--- src/rtl/psc_pkg.sv ---
package psc_pkg;

    typedef enum logic [2:0] {
        PS_PDN   = 3'd0,
        PS_NAP   = 3'd1,
        PS_STBY  = 3'd2,
        PS_ATTN  = 3'd3,
        PS_ATTNR = 3'd4,
        PS_ATTNW = 3'd5
    } pstate_e;

    typedef enum logic [2:0] {
        PC_NONE = 3'd0,
        PC_EXIT = 3'd1,
        PC_PDN  = 3'd2,
        PC_NAP  = 3'd3,
        PC_RLX  = 3'd4,
        PC_ATTN = 3'd5,
        PC_WR   = 3'd6,
        PC_RD   = 3'd7
    } pcmd_e;

    typedef enum logic [1:0] {
        XP_IDLE = 2'd0,
        XP_A    = 2'd1,
        XP_B    = 2'd2
    } xphase_e;

    typedef struct packed {
        logic    legal;
        logic    illegal;
        pstate_e nxt;
    } verdict_t;

    localparam logic [1:0] EXIT_CODE = 2'b01;

    function automatic logic in_sleep(pstate_e s);
        return (s == PS_PDN) || (s == PS_NAP);
    endfunction

    function automatic logic in_attn(pstate_e s);
        return (s == PS_ATTN) || (s == PS_ATTNR) || (s == PS_ATTNW);
    endfunction

    function automatic logic in_awake(pstate_e s);
        return (s == PS_STBY) || in_attn(s);
    endfunction

endpackage

--- src/rtl/psc_cmd_sel.sv ---
module psc_cmd_sel
    import psc_pkg::*;
(
    input  logic       row_attn_stb,
    input  logic       row_bcast,
    input  logic       rlx_stb,
    input  logic       nap_stb,
    input  logic       pdn_stb,
    input  logic       rd_stb,
    input  logic       wr_stb,
    input  logic       exit_stb,
    input  logic       exit_dev_match,
    input  logic [1:0] exit_cmd,
    output pcmd_e      cmd
);
    logic exit_q;
    logic attn_q;

    assign exit_q = exit_stb && exit_dev_match && (exit_cmd == EXIT_CODE);
    assign attn_q = row_attn_stb && !row_bcast;

    // Fixed priority: exit, powerdown, nap, relax, attention, write, read
    always_comb begin
        if (exit_q)       cmd = PC_EXIT;
        else if (pdn_stb) cmd = PC_PDN;
        else if (nap_stb) cmd = PC_NAP;
        else if (rlx_stb) cmd = PC_RLX;
        else if (attn_q)  cmd = PC_ATTN;
        else if (wr_stb)  cmd = PC_WR;
        else if (rd_stb)  cmd = PC_RD;
        else              cmd = PC_NONE;
    end

endmodule

--- src/rtl/psc_legal_chk.sv ---
module psc_legal_chk
    import psc_pkg::*;
(
    input  pcmd_e    cmd,
    input  pstate_e  cur,
    input  logic     busy,
    input  logic     pend,
    input  logic     hold,
    output verdict_t v
);
    logic blocked;
    assign blocked = busy || pend;

    always_comb begin
        v.legal = 1'b0;
        v.nxt   = cur;
        case (cmd)
            PC_EXIT: v.legal = in_sleep(cur) && !blocked;
            PC_PDN: v.legal = in_awake(cur) && !blocked && !hold;
            PC_NAP: begin
                v.legal = in_awake(cur) && !blocked && !hold;
                v.nxt   = PS_NAP;
            end
            PC_RLX: begin
                v.legal = in_awake(cur) && !blocked;
                v.nxt   = PS_STBY;
            end
            PC_ATTN: begin
                v.legal = in_awake(cur) && !blocked;
                v.nxt   = PS_ATTN;
            end
            PC_WR: begin
                v.legal = in_attn(cur) && !blocked;
                v.nxt   = PS_ATTNW;
            end
            PC_RD: begin
                v.legal = in_attn(cur) && !blocked;
                v.nxt   = PS_ATTNR;
            end
            default: v.legal = 1'b0;
        endcase
        v.illegal = (cmd != PC_NONE) && !v.legal;
        if (!v.legal) v.nxt = cur;
    end

endmodule

--- src/rtl/psc_exit_timer.sv ---
module psc_exit_timer
    import psc_pkg::*;
#(
    parameter int CNT_W     = 20,
    parameter int PDNX_W    = 4,
    parameter int NAPX_W    = 5,
    parameter int HOLD_W    = 6,
    parameter int SCK_RATIO = 4,
    parameter int FIX_A     = 5,
    parameter int PDN_MULT  = 256,
    parameter int NAP_MULT  = 1,
    parameter int PHB_SR    = 23,
    parameter int PHB_NSR   = 8
) (
    input  logic              clk,
    input  logic              rst,
    input  logic              start,
    input  logic              from_pdn,
    input  logic [PDNX_W-1:0] pdnx,
    input  logic [NAPX_W-1:0] napx,
    input  logic              nsr,
    input  logic [HOLD_W-1:0] hold_cyc,
    output logic              busy,
    output logic              done,
    output logic              hold_win
);
    localparam logic [CNT_W-1:0] ONE = CNT_W'(1);

    xphase_e           phase;
    logic [CNT_W-1:0]  cnt;
    logic [CNT_W-1:0]  len_a;
    logic [CNT_W-1:0]  len_b;
    logic [HOLD_W-1:0] hold_cnt;
    logic [CNT_W-1:0]  mult_term;

    always_comb begin
        if (from_pdn) mult_term = CNT_W'(PDN_MULT) * CNT_W'(pdnx);
        else          mult_term = CNT_W'(NAP_MULT) * CNT_W'(napx);
        len_a = CNT_W'(FIX_A) + (CNT_W'(2) + mult_term) * CNT_W'(SCK_RATIO);
        len_b = nsr ? CNT_W'(PHB_SR) : CNT_W'(PHB_NSR);
    end

    assign busy     = (phase != XP_IDLE);
    assign done     = (phase == XP_B) && (cnt == ONE);
    assign hold_win = (hold_cnt != '0);

    always_ff @(posedge clk) begin
        if (rst) begin
            phase <= XP_IDLE;
            cnt   <= '0;
        end else begin
            case (phase)
                XP_IDLE: if (start) begin
                    phase <= XP_A;
                    cnt   <= len_a;
                end
                XP_A: if (cnt == ONE) begin
                    phase <= XP_B;
                    cnt   <= len_b;
                end else begin
                    cnt <= cnt - ONE;
                end
                XP_B: if (cnt == ONE) begin
                    phase <= XP_IDLE;
                    cnt   <= '0;
                end else begin
                    cnt <= cnt - ONE;
                end
                default: phase <= XP_IDLE;
            endcase
        end
    end

    always_ff @(posedge clk) begin
        if (rst)              hold_cnt <= '0;
        else if (done)        hold_cnt <= hold_cyc;
        else if (hold_win)    hold_cnt <= hold_cnt - 1'b1;
    end

    AST_START_SETS_BUSY: assert property (@(posedge clk) disable iff (rst)
        start |=> busy);
    AST_DONE_CLEARS_BUSY: assert property (@(posedge clk) disable iff (rst)
        done |=> !busy);
    AST_HOLD_OPENS: assert property (@(posedge clk) disable iff (rst)
        (done && hold_cyc != '0) |=> hold_win);

endmodule

--- src/rtl/dram_pwr_state_ctl.sv ---
module dram_pwr_state_ctl
    import psc_pkg::*;
#(
    parameter int PDNX_W    = 4,
    parameter int NAPX_W    = 5,
    parameter int HOLD_W    = 6,
    parameter int SCK_RATIO = 4,
    parameter int CNT_W     = 20
) (
    input  logic              clk,
    input  logic              rst,
    input  logic              init_pdn,
    input  logic              row_attn_stb,
    input  logic              row_bcast,
    input  logic              rlx_stb,
    input  logic              nap_stb,
    input  logic              pdn_stb,
    input  logic              rd_stb,
    input  logic              wr_stb,
    input  logic              exit_stb,
    input  logic              exit_dev_match,
    input  logic [1:0]        exit_cmd,
    input  logic              sio0,
    input  logic              nsr,
    input  logic [NAPX_W-1:0] napx,
    input  logic [PDNX_W-1:0] pdnx,
    input  logic [HOLD_W-1:0] hold_cyc,
    output logic [2:0]        state,
    output logic              row_rdy,
    output logic              col_rdy,
    output logic              rdata_rdy,
    output logic              wdata_rdy,
    output logic              exit_busy,
    output logic              hold_win,
    output logic              err
);
    pstate_e  st;
    logic     pend;
    logic     to_attn;
    pcmd_e    cmd;
    verdict_t v;
    logic     x_start;
    logic     x_done;

    psc_cmd_sel u_sel (
        .row_attn_stb   (row_attn_stb),
        .row_bcast      (row_bcast),
        .rlx_stb        (rlx_stb),
        .nap_stb        (nap_stb),
        .pdn_stb        (pdn_stb),
        .rd_stb         (rd_stb),
        .wr_stb         (wr_stb),
        .exit_stb       (exit_stb),
        .exit_dev_match (exit_dev_match),
        .exit_cmd       (exit_cmd),
        .cmd            (cmd)
    );

    psc_legal_chk u_chk (
        .cmd  (cmd),
        .cur  (st),
        .busy (exit_busy),
        .pend (pend),
        .hold (hold_win),
        .v    (v)
    );

    assign x_start = v.legal && (cmd == PC_EXIT);

    psc_exit_timer #(
        .CNT_W     (CNT_W),
        .PDNX_W    (PDNX_W),
        .NAPX_W    (NAPX_W),
        .HOLD_W    (HOLD_W),
        .SCK_RATIO (SCK_RATIO)
    ) u_tmr (
        .clk      (clk),
        .rst      (rst),
        .start    (x_start),
        .from_pdn (st == PS_PDN),
        .pdnx     (pdnx),
        .napx     (napx),
        .nsr      (nsr),
        .hold_cyc (hold_cyc),
        .busy     (exit_busy),
        .done     (x_done),
        .hold_win (hold_win)
    );

    always_ff @(posedge clk) begin
        if (rst) begin
            st      <= init_pdn ? PS_PDN : PS_STBY;
            pend    <= 1'b0;
            to_attn <= 1'b0;
            err     <= 1'b0;
        end else begin
            if (v.illegal) err <= 1'b1;
            if (x_done) begin
                st <= to_attn ? PS_ATTN : PS_STBY;
            end else if (pend) begin
                st   <= PS_PDN;
                pend <= 1'b0;
            end else if (v.legal) begin
                st <= v.nxt;
                if (cmd == PC_PDN)  pend    <= 1'b1;
                if (cmd == PC_EXIT) to_attn <= sio0;
            end
        end
    end

    assign state     = st;
    assign row_rdy   = in_awake(st);
    assign col_rdy   = in_attn(st);
    assign rdata_rdy = (st == PS_ATTNR);
    assign wdata_rdy = (st == PS_ATTNW);

    AST_ERR_STICKY: assert property (@(posedge clk) disable iff (rst)
        err |=> err);
    AST_ILLEGAL_KEEPS_STATE: assert property (@(posedge clk) disable iff (rst)
        (v.illegal && !pend && !x_done) |=> $stable(st));
    AST_PEND_ENTERS_PDN: assert property (@(posedge clk) disable iff (rst)
        pend |=> (st == PS_PDN));
    AST_BUSY_ASLEEP: assert property (@(posedge clk) disable iff (rst)
        exit_busy |-> in_sleep(st));
    AST_BCAST_NO_WAKE: assert property (@(posedge clk) disable iff (rst)
        (row_attn_stb && row_bcast && !rlx_stb && !nap_stb && !pdn_stb &&
         !rd_stb && !wr_stb && !exit_stb && st == PS_STBY && !pend)
        |=> (st == PS_STBY));
    AST_HOLD_NO_SLEEP: assert property (@(posedge clk) disable iff (rst)
        (hold_win && (nap_stb || pdn_stb)) |=> (!in_sleep(st) && !pend));

endmodule

--- config.mk ---
export PLATFORM = sky130hd
export DESIGN_NAME = dram_pwr_state_ctl
export DESIGN_NICKNAME = d
export VERILOG_FILES = /design/src/rtl/psc_pkg.sv /design/src/rtl/psc_cmd_sel.sv /design/src/rtl/psc_legal_chk.sv /design/src/rtl/psc_exit_timer.sv /design/src/rtl/dram_pwr_state_ctl.sv
export SDC_FILE = /design/constraint.sdc
export NUM_CORES = 1
export LEC_CHECK = 0
export BUFFER_PORTS_ARGS = -buffer_cell sky130_fd_sc_hd__buf_2
export CAP_MARGIN = 20
export CELL_PAD_IN_SITES_DETAIL_PLACEMENT = 0
export CELL_PAD_IN_SITES_GLOBAL_PLACEMENT = 1
export CORE_ASPECT_RATIO = 0.9
export CORE_MARGIN = 4
export CORE_UTILIZATION = 40
export DETAILED_ROUTE_END_ITERATION = 8
export PLACE_DENSITY_LB_ADDON = 0.1
export SYNTH_ARGS = -nofsm -noshare
export SYNTH_HDL_FRONTEND = slang
export SYNTH_SLANG_ARGS = --single-unit
--- constraint.sdc ---
create_clock -name clk -period 5.2 [get_ports clk]
set_input_delay 0.78 -clock clk [delete_from_list [all_inputs] [get_ports clk]]
set_output_delay 0.78 -clock clk [all_outputs]
set_load 0.05 [all_outputs]
==> results.json <==
{
  "worst_pin_slew_ns": 0.773,
  "drcViolationCount": 0,
  "synth.most_common_cell": "nand2_1",
  "finalSetupTns_ns": 0,
  "cts_buffers": 5,
  "worstPathArrival_ns": 3.29,
  "ys_seq_elements": 34,
  "grt_first_pass_wirelength_mm": 11.2,
  "first_iter_violations": 122,
  "peakVddDrop_mv": 0.296,
  "ios": 41,
  "yosys.area_share.adder": 0.0543,
  "grt_pass1_vias": 2304,
  "crit_start": "exit_cmd[1]",
  "power_density_nw_per_um2": 418,
  "synth_cells": 333,
  "antenna_left": 0,
  "insertion_delay_ns": 0.29,
  "async_flop_share": 0,
  "r2r_slack_ns": 2.24,
  "period_share": 0.591,
  "leakagePower_nw": 1.17,
  "synthFlopType": "dfxtp_1",
  "worst_setup_path_end_kind": "flop",
  "die_h_um": 83.5,
  "dieWidth_um": 91.9,
  "synth-simple-area-share": 0.322,
  "vias": 2512,
  "gr-usage-met2": 0.267,
  "drive_above_1_share": 0.159,
  "finalCriticalPeriod_ns": 3.07,
  "overflow": 0,
  "coreArea_um2": 6150,
  "grt_usage": 0.177,
  "final_nets": 406,
  "fmax_mhz": 325,
  "yosys.cell_types.count": 54,
  "rows": 27,
  "use_met3": 0.0334,
  "grt_use_met1": 0.256,
  "synth_compound_area_frac": 0.219,
  "wl_mm": 6.62,
  "drt-pass1-iter-count": 4,
  "hold_buffers": 0,
  "fillCellCount": 672,
  "worstSetupPathType": "in2reg",
  "rsz0062_at_grt": "no",
  "yosys.area.top_type": "dfxtp_1",
  "r2r_cells": 8,
  "gp_congestion": 0.778,
  "hold_path.class": "reg2reg",
  "antenna_found_initial": 0,
  "synth-xor-area-share": 0.0380,
  "clock_path_buffers": 2,
  "cts-root-buf": "clkbuf_8",
  "hold_viol": 0,
  "diodes": 0,
  "cts.sinks": 34,
  "synthTopCellsByCount": "37 x nand2_1, 31 x dfxtp_1, 29 x a21oi_1, 28 x nor2_1, 25 x inv_1",
  "fin_ws_ns": 2.13,
  "start_util": 0.412,
  "yosysWarnings": 0,
  "yosysSeqAreaShare": 0.280,
  "area_growth_pct": 13.2,
  "multi_input_area_um2": 1650,
  "hpwl_mm": 4.86,
  "wire_per_inst_um": 14.6,
  "grt_max_degree": 42,
  "pre_cts_ws_ns": 1.87,
  "cp_max_fo": 11,
  "place.port_buffers": 40,
  "start_kind": "input port",
  "timing.rr.start": "u_tmr.cnt[1]$_SDFFE_PP0P_",
  "worstPathRequired_ns": 5.42,
  "cts_tree": "yes",
  "cts_setup_buffers": 0,
  "synth.area.mux_share": 0.0158,
  "mappedNetlistNets": 375,
  "fp.dieArea_um2": 7670,
  "maxCapViolCount": 0,
  "synth_edf_count": 3,
  "grt-busiest-layer": "met2",
  "synth_top_family_by_area": "simple AND/OR/NAND/NOR gates",
  "netlist_area_um2": 2530,
  "rr_endpoint": "state[0]$_SDFFCE_PP0P_",
  "synth.avg_cell_area_um2": 7.61,
  "crit_end": "u_tmr.cnt[8]$_SDFFE_PP0P_",
  "clk_pin_slew_ns": 0.07,
  "maxSlewViolCount": 0,
  "regArea_um2": 711,
  "viasPerCell": 5.56,
  "status": "finished clean",
  "ys_top_cells_by_area": "dfxtp_1 24%, a21oi_1 5.7%, nand2_1 5.5%",
  "slew_headroom": 0.482,
  "holdWs_ns": 0.478,
  "synth_top_area_frac": 0.245,
  "setup_violations": 0,
  "fin_skew_ns": 0.00732,
  "cts-resized-gates": 0,
  "htreeDepth": 2
}
[cells in the final DEF, fill, tap and decap left out, types with 7 or more instances in the layout]
cell type / count
nor3_1: 15
or3_1: 10
nand2b_1: 7
ha_1: 11
clkbuf_8: 8
nand2_1: 37
dfxtp_1: 31
buf_2: 40
nor2_1: 28
nand3_1: 13
o21ai_0: 8
inv_1: 25
o32ai_1: 10
a21oi_1: 29
[registers in the layout, indices dropped and copies added (netlist names)]
signal / flops
u_tmr.cnt: 20
to_attn: 1
u_tmr.hold_cnt: 6
state: 3
err: 1
pend: 1
u_tmr.phase: 2
[where the power goes]
part	switching [mW]	internal [mW]
sequential	0.0425	0.304
clock	0.102	0.134
combinational	0.392	0.225
[how the worst min path moves through the flow]
stage / from / to / cells past startpoint
after floorplan: u_tmr.cnt[19]$_SDFFE_PP0P_ / u_tmr.cnt[19]$_SDFFE_PP0P_ / 1
after global placement: u_tmr.cnt[19]$_SDFFE_PP0P_ / u_tmr.cnt[19]$_SDFFE_PP0P_ / 1
after detailed placement: u_tmr.cnt[19]$_SDFFE_PP0P_ / u_tmr.cnt[19]$_SDFFE_PP0P_ / 1
after CTS: u_tmr.cnt[19]$_SDFFE_PP0P_ / u_tmr.cnt[19]$_SDFFE_PP0P_ / 1
after global routing: to_attn$_SDFFE_PP0P_ / to_attn$_SDFFE_PP0P_ / 2
final: to_attn$_SDFFE_PP0P_ / to_attn$_SDFFE_PP0P_ / 2
[stage by stage]
step / utilization / area [um^2] / total power [mW] / cells
global placement: 0.449 / 2760 / 0.968 / 444
CTS: 0.467 / 2870 / 1.21 / 452
finish: 0.467 / 2870 / 1.20 / 452
floorplan: - / 2530 / 0.838 / 333
detailed placement: 0.449 / 2760 / 0.967 / 444
global route: 0.467 / 2870 / 1.30 / 452
[critical path, cell delays in order]
cell      delay, ns
buf_2          0.09
nand4b_1       0.39
o41a_1         0.51
nor2_1         0.59
nand3_1        0.31
or4_1          0.46
a21oi_1        0.14
[logic make-up (layout without fill, tap and decap cells)]
| kind of cell | count (synthesis) | count (layout) |
|---|---|---|
| AO/OA/AOI/OAI | 82 | 82 |
| adder cells (fa/ha/maj) | 11 | 11 |
| AND/OR/NAND/NOR | 150 | 150 |
| multiplexers | 4 | 4 |
| flip-flops | 34 | 34 |
| buffers and inverters | 41 | 73 |
| XOR/XNOR | 11 | 11 |
[metal layers]
| layer | vias up | routed length (um) |
|---|---|---|
| li1 | 1290 | - |
| met1 | 1161 | 3330 |
| met2 | 53 | 2940 |
| met3 | 8 | 273 |
| met4 | 0 | 76 |
| met5 | - | 0 |
[layout make-up]
type                    count  area share
multi-input cells         258       0.573
flip-flops and latches     34       0.248
repair buffers             40      0.0698
clock buffers               8      0.0384
well taps                  87      0.0379
inverters                  25      0.0327
Note: power is estimated with default switching activity, not from simulation.
